===== config.mk =====
export PLATFORM = sky130hd
export DESIGN_NAME = hf_half_flag
export DESIGN_NICKNAME = d
export VERILOG_FILES = /design/src/rtl/hf_pkg.sv /design/src/rtl/hf_wr_ptr.sv /design/src/rtl/hf_mid_detect.sv /design/src/rtl/hf_pulse_timer.sv /design/src/rtl/hf_half_flag.sv
export SDC_FILE = /design/constraint.sdc
export NUM_CORES = 1
export LEC_CHECK = 0
export BUFFER_PORTS_ARGS = -buffer_cell sky130_fd_sc_hd__buf_2
export CAP_MARGIN = 20
export CORE_ASPECT_RATIO = 1.5
export CORE_MARGIN = 2
export CORE_UTILIZATION = 45
export CTS_CLUSTER_DIAMETER = 40
export CTS_CLUSTER_SIZE = 30
export DETAILED_ROUTE_END_ITERATION = 12
export PLACE_DENSITY = 0.71
export SLEW_MARGIN = 30
export SYNTH_ARGS = -nofsm -noshare
export SYNTH_HDL_FRONTEND = slang
export SYNTH_SLANG_ARGS = --single-unit

===== constraint.sdc =====
create_clock -name clk_i -period 1.7 [get_ports clk_i]
set_clock_uncertainty 0.15 [all_clocks]
set_input_delay 0.255 -clock clk_i [delete_from_list [all_inputs] [get_ports clk_i]]
set_output_delay 0.255 -clock clk_i [all_outputs]
set_load 0.1 [all_outputs]

===== src/rtl/hf_pkg.sv =====
package hf_pkg;

  typedef enum logic [0:0] {
    PULSE_IDLE = 1'b0,
    PULSE_HOLD = 1'b1
  } pulse_st_e;

  localparam int unsigned HF_DEPTH_DEF  = 1000;
  localparam int unsigned HF_THRESH_DEF = 500;
  localparam int unsigned HF_LEN_DEF    = 16;

endpackage


===== src/rtl/hf_wr_ptr.sv =====
module hf_wr_ptr #(
  parameter int unsigned DEPTH = hf_pkg::HF_DEPTH_DEF,
  parameter int unsigned PTR_W = $clog2(DEPTH)
) (
  input  logic             clk_i,
  input  logic             rst_ni,
  input  logic             wr_en_i,
  input  logic             ld_i,
  input  logic [PTR_W-1:0] ld_val_i,
  output logic [PTR_W-1:0] ptr_o
);
  localparam bit             POW2 = ((DEPTH & (DEPTH - 1)) == 0);
  localparam logic [PTR_W:0] LIM  = (PTR_W+1)'(DEPTH);

  logic [PTR_W-1:0] ptr_q, ptr_inc;
  logic             ld_ok;

  assign ld_ok = ({1'b0, ld_val_i} < LIM);

  generate
    if (POW2) begin : g_wrap_free
      assign ptr_inc = ptr_q + 1'b1;
    end else begin : g_wrap_cmp
      localparam logic [PTR_W-1:0] LAST = PTR_W'(DEPTH - 1);
      assign ptr_inc = (ptr_q == LAST) ? '0 : ptr_q + 1'b1;
    end
  endgenerate

  always_ff @(posedge clk_i or negedge rst_ni) begin
    if (!rst_ni) begin
      ptr_q <= '0;
    end else if (ld_i) begin
      // out-of-range load holds the pointer
      if (ld_ok) ptr_q <= ld_val_i;
    end else if (wr_en_i) begin
      ptr_q <= ptr_inc;
    end
  end

  assign ptr_o = ptr_q;
endmodule


===== src/rtl/hf_mid_detect.sv =====
module hf_mid_detect #(
  parameter int unsigned PTR_W  = 10,
  parameter int unsigned THRESH = hf_pkg::HF_THRESH_DEF
) (
  input  logic             clk_i,
  input  logic             rst_ni,
  input  logic [PTR_W-1:0] ptr_i,
  output logic             trig_o
);
  localparam logic [PTR_W-1:0] MID = PTR_W'(THRESH);

  logic hit, armed_q;

  assign hit = (ptr_i == MID);

  // armed means the pointer showed a non-threshold value last cycle
  always_ff @(posedge clk_i or negedge rst_ni) begin
    if (!rst_ni) armed_q <= 1'b1;
    else         armed_q <= !hit;
  end

  assign trig_o = hit && armed_q;
endmodule


===== src/rtl/hf_pulse_timer.sv =====
module hf_pulse_timer #(
  parameter int unsigned PULSE_LEN = hf_pkg::HF_LEN_DEF
) (
  input  logic clk_i,
  input  logic rst_ni,
  input  logic trig_i,
  output logic flag_o
);
  import hf_pkg::*;

  localparam int unsigned CNT_W = $clog2(PULSE_LEN + 1);
  localparam logic [CNT_W-1:0] CNT_INIT = CNT_W'(PULSE_LEN - 1);

  pulse_st_e        st_q, st_d;
  logic [CNT_W-1:0] cnt_q, cnt_d;

  always_comb begin
    st_d  = st_q;
    cnt_d = cnt_q;
    unique case (st_q)
      PULSE_IDLE: begin
        if (trig_i) begin
          st_d  = PULSE_HOLD;
          cnt_d = CNT_INIT;
        end
      end
      PULSE_HOLD: begin
        // triggers during a pulse are dropped
        if (cnt_q == '0) st_d = PULSE_IDLE;
        else             cnt_d = cnt_q - 1'b1;
      end
      default: st_d = PULSE_IDLE;
    endcase
  end

  always_ff @(posedge clk_i or negedge rst_ni) begin
    if (!rst_ni) begin
      st_q  <= PULSE_IDLE;
      cnt_q <= '0;
    end else begin
      st_q  <= st_d;
      cnt_q <= cnt_d;
    end
  end

  assign flag_o = (st_q == PULSE_HOLD);
endmodule


===== src/rtl/hf_half_flag.sv =====
module hf_half_flag #(
  parameter int unsigned DEPTH     = hf_pkg::HF_DEPTH_DEF,
  parameter int unsigned THRESH    = hf_pkg::HF_THRESH_DEF,
  parameter int unsigned PULSE_LEN = hf_pkg::HF_LEN_DEF,
  parameter int unsigned PTR_W     = $clog2(DEPTH)
) (
  input  logic             clk_i,
  input  logic             rst_ni,
  input  logic             wr_en_i,
  input  logic             ptr_ld_i,
  input  logic [PTR_W-1:0] ptr_ld_val_i,
  output logic [PTR_W-1:0] ptr_o,
  output logic             half_full_o
);
  logic [PTR_W-1:0] ptr;
  logic             trig;

  hf_wr_ptr #(.DEPTH(DEPTH), .PTR_W(PTR_W)) u_ptr (
    .clk_i    (clk_i),
    .rst_ni   (rst_ni),
    .wr_en_i  (wr_en_i),
    .ld_i     (ptr_ld_i),
    .ld_val_i (ptr_ld_val_i),
    .ptr_o    (ptr)
  );

  hf_mid_detect #(.PTR_W(PTR_W), .THRESH(THRESH)) u_mid (
    .clk_i  (clk_i),
    .rst_ni (rst_ni),
    .ptr_i  (ptr),
    .trig_o (trig)
  );

  hf_pulse_timer #(.PULSE_LEN(PULSE_LEN)) u_pulse (
    .clk_i  (clk_i),
    .rst_ni (rst_ni),
    .trig_i (trig),
    .flag_o (half_full_o)
  );

  assign ptr_o = ptr;
endmodule


==> results of run 1 <==
-- sequential cells by signal (all words and copies together), names as in the netlist --
| signal | count |
|---|---|
| u_pulse.flag_o | 1 |
| u_ptr.ptr_o | 10 |
| u_pulse.cnt_q | 5 |
| u_mid.armed_q | 1 |
-- worst max-delay path, delay by kind of cell, from the launching register on --
family                   cells  cell delay, ps
flip-flops                   1             480
AO/OA/AOI/OAI                3             480
adder cells (fa/ha/maj)      1             180
buffers and inverters        1             160
AND/OR/NAND/NOR              1             130
-- report_power, final --
group | internal [mW] | total [mW] | switching, mW
combinational | 0.203 | 0.668 | 0.465
clock | 0.0911 | 0.205 | 0.114
sequential | 0.466 | 0.558 | 0.0916
-- metrics by stage --
stage | std cells | setup slack [ps]
finish | 177 | 2.46
global route | 177 | -66.9
CTS | 173 | 2.76
detailed placement | 167 | -53.8
global placement | 167 | -18.7
floorplan | 113 | -162
-- path summary, 6_finish.rpt --
path	to	depth (start not counted)	slack (ps)	start
worst max-delay path	u_ptr.ptr_o[7]	6	2	u_ptr.ptr_o[1]
worst min-delay path	u_ptr.ptr_o[3]	3	70	ptr_ld_val_i[3]
worst max register to register	u_ptr.ptr_o[7]	6	2	u_ptr.ptr_o[1]
worst min register to register	u_pulse.cnt_q[1]	1	410	u_pulse.flag_o
max in group asynchronous	u_mid.armed_q	2	840	rst_ni
min in group asynchronous	u_pulse.cnt_q[4]	2	260	rst_ni
-- kinds of logic (layout without fill, tap and decap cells) --
| group | count (synthesis) | in the layout | share of synthesized area |
|---|---|---|---|
| XOR/XNOR | 1 | 1 | 0.00795 |
| multiplexers | 3 | 3 | 0.0272 |
| flip-flops | 17 | 17 | 0.387 |
| adder cells (fa/ha/maj) | 3 | 3 | 0.0341 |
| AND/OR/NAND/NOR | 42 | 42 | 0.243 |
| AO/OA/AOI/OAI | 37 | 37 | 0.266 |
| buffers and inverters | 10 | 50 | 0.0352 |
-- cell type report --
class,count,share of cell area
multi-input combinational,86,0.475
sequential,17,0.305
timing repair buffer,38,0.158
inverter,8,0.0237
tap,24,0.0203
clock buffer,4,0.0178
-- cell usage in the layout (no fill, tap or decap), types with 3 or more instances in the layout --
| cell type | count |
|---|---|
| a21oi_1 | 8 |
| buf_2 | 23 |
| buf_4 | 12 |
| clkbuf_4 | 4 |
| dfrtp_1 | 5 |
| dfrtp_2 | 7 |
| dfrtp_4 | 4 |
| inv_1 | 5 |
| mux2i_1 | 3 |
| nand2_1 | 7 |
| nand3_1 | 8 |
| nor2_1 | 6 |
| o21ai_0 | 5 |
| o21ai_1 | 3 |
-- metal layers --
| metal | share of wire | global-route usage | vias up |
|---|---|---|---|
| met4 | 0.021 | 0.110 | 0 |
| met5 | 0 | 0 | - |
| li1 | - | - | 512 |
| met1 | 0.37 | 0.241 | 527 |
| met3 | 0.040 | 0.0306 | 6 |
| met2 | 0.57 | 0.384 | 41 |
-- what timing repair did --
action,CTS,global route
endpoints found under the hold margin,16,0
pin swaps,1,2
setup buffers,1,4
resized for setup,3,12
hold buffers,1,0
endpoints found under the setup margin,7,10
cloned,0,0
==> flow_summary.toml, run 1 <==
[yosys]
yosys.area.top_type = "dfrtp_1"
synth_warnings = 0
synthTopCellsByCount = "dfrtp_1, a21oi_1, nand3_1"
avgSynthCellArea_um2 = 9.75
synth.net_count = 130
synth_edf_count = 0
async_flop_share = 1.00
yosysTopAreaCellShare = 0.363
ys_seq_area_frac = 0.387
synth.most_common_cell = "dfrtp_1"
synth_cell_types = 46
ys.flop_type = "dfrtp_1"
syn-cell-area_mm2 = 0.00110
netlist_top_cells_area = "dfrtp_1, a21oi_1, nand3_1"
synth_seq_cells = 17
netlist_instances = 113

[grt]
first_global_vias = 1090
grt_max_degree = 18
track_usage = 0.217
grt_overflow = 0
antenna_found_initial = 0
grt_pass1_wl_um = 4700

[sta]
rsz0062_at_grt = "true"
slew_violations = 0
final_hold_viol_count = 0
relSlewSlack = 0.679
setup_viol = 0
worstMarginPinSlew_ps = 485
setup_tns_ps = 0
finalWorstPathRequiredPeriod_ps = 1700
fmax_mhz = 589
whs_ps = 69.1
finalCritPeriodShare = 0.999

[route]
num_vias = 1086
drtPass1Iterations = 4
initialDrtViolationCount = 33
wire_per_inst_um = 15.7
drt.antenna.violating_nets = 0
drcViolationCount = 0
via_per_inst = 6.14
wl_um = 2770

[worst_setup_path]
cp-start-kind = "flip-flop"
cp_cell_sequence = "ha_4 -> nand4b_4 -> o31ai_4 -> buf_6 -> o21ai_2 -> a22o_1"
path_max_fanout = 7
cpPeakStageDelay_ps = 480
end_kind = "flip-flop"
critical_path_required_ps = 1720
cp.arrival_ps = 1720
cp_slowest_cell = "dfrtp_4"
crit_type = "flip-flop to flip-flop"

[power_and_ir_drop]
p_per_area_mw_per_mm2 = 968
ir_drop_v = 0.000548
power_mw = 1.43
cellLeakagePower_nw = 0.653

[clocking]
cts-buffers-inserted = 3
htree_num_levels = 1
clock_latency_ps = 280
cts-root-buf = "clkbuf_4"
cts.sinks = 17
clk_pin_slew_ps = 90
cts_tree = "done"
cts_buffer_depth = 2

[finish]
nets = 171
final_area_mm2 = 0.00148
multiInputGateArea_um2 = 702
final_core_util = 0.617
nFillCells = 215
antennaDiodeCount = 0
regArea_um2 = 450
areaGrowthSynthToFinish_pct = 34.1
layout-drive-gt1-share = 0.458

[die]
dieArea_mm2 = 0.00287
num_rows = 22
dieWidth_um = 44.4
initial_core_util = 0.460
coreArea_mm2 = 0.00239
num_io_pins = 25
dieHeight_um = 64.6

[worst_hold_path]
holdCritPathClass = "primary input to flip-flop"

[place]
portBuffers = 24
dpl.hpwl_um = 2150
placed_area_mm2 = 0.00135
gp_congestion = 0.895

[flow_run]
drv_cap = 0

[run_status]
outcome = "complete, no violations"
Note: power is estimated with default switching activity, not from simulation.
==> run 2, diff against run 1 <==
--- a/config.mk
+++ b/config.mk
@@ -13,7 +13,7 @@
 export CTS_CLUSTER_DIAMETER = 40
 export CTS_CLUSTER_SIZE = 30
 export DETAILED_ROUTE_END_ITERATION = 12
-export PLACE_DENSITY = 0.71
+export PLACE_DENSITY_LB_ADDON = 0.05
 export SLEW_MARGIN = 30
 export SYNTH_ARGS = -nofsm -noshare
 export SYNTH_HDL_FRONTEND = slang
==> run 2 against run 1 <==
- utilization decreased by 0.84 points
- combinational power down 2%
- non-clock buffer count up 2
- cell area down 1.4%
- via count down 2.7%
- fmax is 1.0% higher
- die area unchanged
- wire length up 1.9%
- clock-buffer cell count is the same
- hold slack better by 5.1 ps
- register-to-register slack gained 20 ps
- global-route usage grew 0.093 points
- critical path type unchanged
- largest cell class unchanged
==> flow_summary.toml, run 2 (synthesized netlist as in run 1, its figures left out) <==
[run_status]
outcome = "complete, no violations"

[worst_setup_path]
ff2ff_setup_slack_ps = 20
reg2reg_depth = 5
startpoint = "u_ptr.ptr_o[0]"
end_kind = "flip-flop"
crit-reg2reg-launch = "u_ptr.ptr_o[0]"
r2r-end = "u_ptr.ptr_o[7]"
path_max_fanout = 6
crit_type = "flip-flop to flip-flop"
cp.arrival_ps = 1730
critical_path_required_ps = 1750
cp-start-kind = "flip-flop"

[route]
via_per_inst = 5.91
num_vias = 1057
drtPass1Iterations = 4
wl_um = 2830
drt.antenna.violating_nets = 0
wire_per_inst_um = 15.8
drcViolationCount = 0
initialDrtViolationCount = 35

[grt]
met3_usage = 0.0279
antenna_found_initial = 0
track_usage = 0.218
first_global_vias = 1047
grt_max_degree = 18
grt_util_met1 = 0.264
grt_overflow = 0
use_met2 = 0.386
grt_pass1_wl_um = 4680
grt_busiest_layer = "met2"

[worst_hold_path]
holdPathStages = 3
holdPathEnd = "u_ptr.ptr_o[3]"
holdCritPathClass = "primary input to flip-flop"
min-delay-start = "ptr_ld_val_i[3]"

[flow_run]
drv_cap = 0

[clocking]
clk_pin_slew_ps = 100
cts-buffers-inserted = 3
cts.sinks = 17
cts-root-buf = "clkbuf_4"
htree_num_levels = 1
clock_latency_ps = 300
cts_tree = "done"
cts_buffer_depth = 2

[sta]
fmax_mhz = 595
setup_viol = 0
whs_ps = 74.1
worstMarginPinSlew_ps = 496
rsz0062_at_grt = "true"
slew_violations = 0
final_hold_viol_count = 0
finalWorstPathRequiredPeriod_ps = 1680
finalCritPeriodShare = 0.988
relSlewSlack = 0.667

[place]
dpl.hpwl_um = 2140
portBuffers = 24
gp_congestion = 0.848

[finish]
areaGrowthSynthToFinish_pct = 32.2
nets = 173
layout-drive-gt1-share = 0.439
layout_common_cells = "buf_2, buf_4, nand3_1, a21oi_1"
largest_reg_flops = 10
nFillCells = 217
mostFrequentLayoutCell = "buf_2"
antennaDiodeCount = 0

[power_and_ir_drop]
clkPwrFrac = 0.156
power_mw = 1.42
seqPwrFrac = 0.385
ir_drop_v = 0.000629
internal-power_mw = 0.750
combPwrFrac = 0.459
cellLeakagePower_nw = 0.656
switching_power_mw = 0.671
switching_share = 0.472
p_per_area_mw_per_mm2 = 975

[die]
initial_core_util = 0.460
coreArea_mm2 = 0.00239
dieHeight_um = 64.6
dieWidth_um = 44.4
num_rows = 22
dieArea_mm2 = 0.00287
num_io_pins = 25
run 2: repair_timing:
action                                  CTS  global route
hold buffers                              1             0
gates resized for setup                   1             6
pin swaps                                 1             3
cloned                                    0             0
endpoints found under the setup margin    6            10
setup buffers                             4             2
hold endpoints to repair                 16             0
run 2: layout make-up:
| class | count | area [um^2] | area share |
|---|---|---|---|
| Multi-Input combinational cell | 86 | 676 | 0.464 |
| Clock buffer | 4 | 26.3 | 0.0180 |
| Inverter | 8 | 30.0 | 0.0206 |
| Sequential cell | 17 | 450 | 0.309 |
| Tap cell | 24 | 30.0 | 0.0206 |
| Timing Repair Buffer | 40 | 245 | 0.168 |
run 2: stage by stage:
stage / TNS [ps] / util / area (um^2) / std cells / setup WS [ps]
2_1_floorplan: -729 / - / 1150 / 113 / -162
4_1_cts: 0 / 0.597 / 1430 / 177 / 0.0185
3_5_place_dp: -61.7 / 0.566 / 1360 / 168 / -49.0
3_3_place_gp: -25.1 / 0.566 / 1360 / 168 / -25.1
5_1_grt: -273 / 0.609 / 1460 / 179 / -55.3
6_report: 0 / 0.609 / 1460 / 179 / 19.8
run 2: worst max-delay path by stage:
stage	slack [ps]	endpoint
floorplan	-160	u_ptr.ptr_o[7]
global placement	-30	u_ptr.ptr_o[7]
detailed placement	-50	u_ptr.ptr_o[7]
CTS	0.02	u_ptr.ptr_o[7]
global route	-60	u_ptr.ptr_o[7]
finish	20	u_ptr.ptr_o[7]
run 2: per-layer routing:
| layer | part of all wire | wire [um] |
|---|---|---|
| met3 | 0.035 | 98 |
| met4 | 0.0053 | 15 |
| met5 | 0 | 0 |
| met2 | 0.56 | 1570 |
| met1 | 0.40 | 1140 |
run 2: power groups by stage:
stage	combinational [mW]	sequential, mW	clock (mW)
6_report	0.652	0.548	0.222
5_1_grt	0.695	0.557	0.241
4_1_cts	0.641	0.546	0.222
3_5_place_dp	0.619	0.557	0
3_3_place_gp	0.612	0.556	0
2_1_floorplan	0.184	0.826	0
run 2: worst max-delay path, stage by stage, from the launching register on:
cell and delay (ps):
dfrtp_4 460, ha_4 170, nand4b_4 120, o31ai_4 390
o21ai_2 80, a22o_1 210
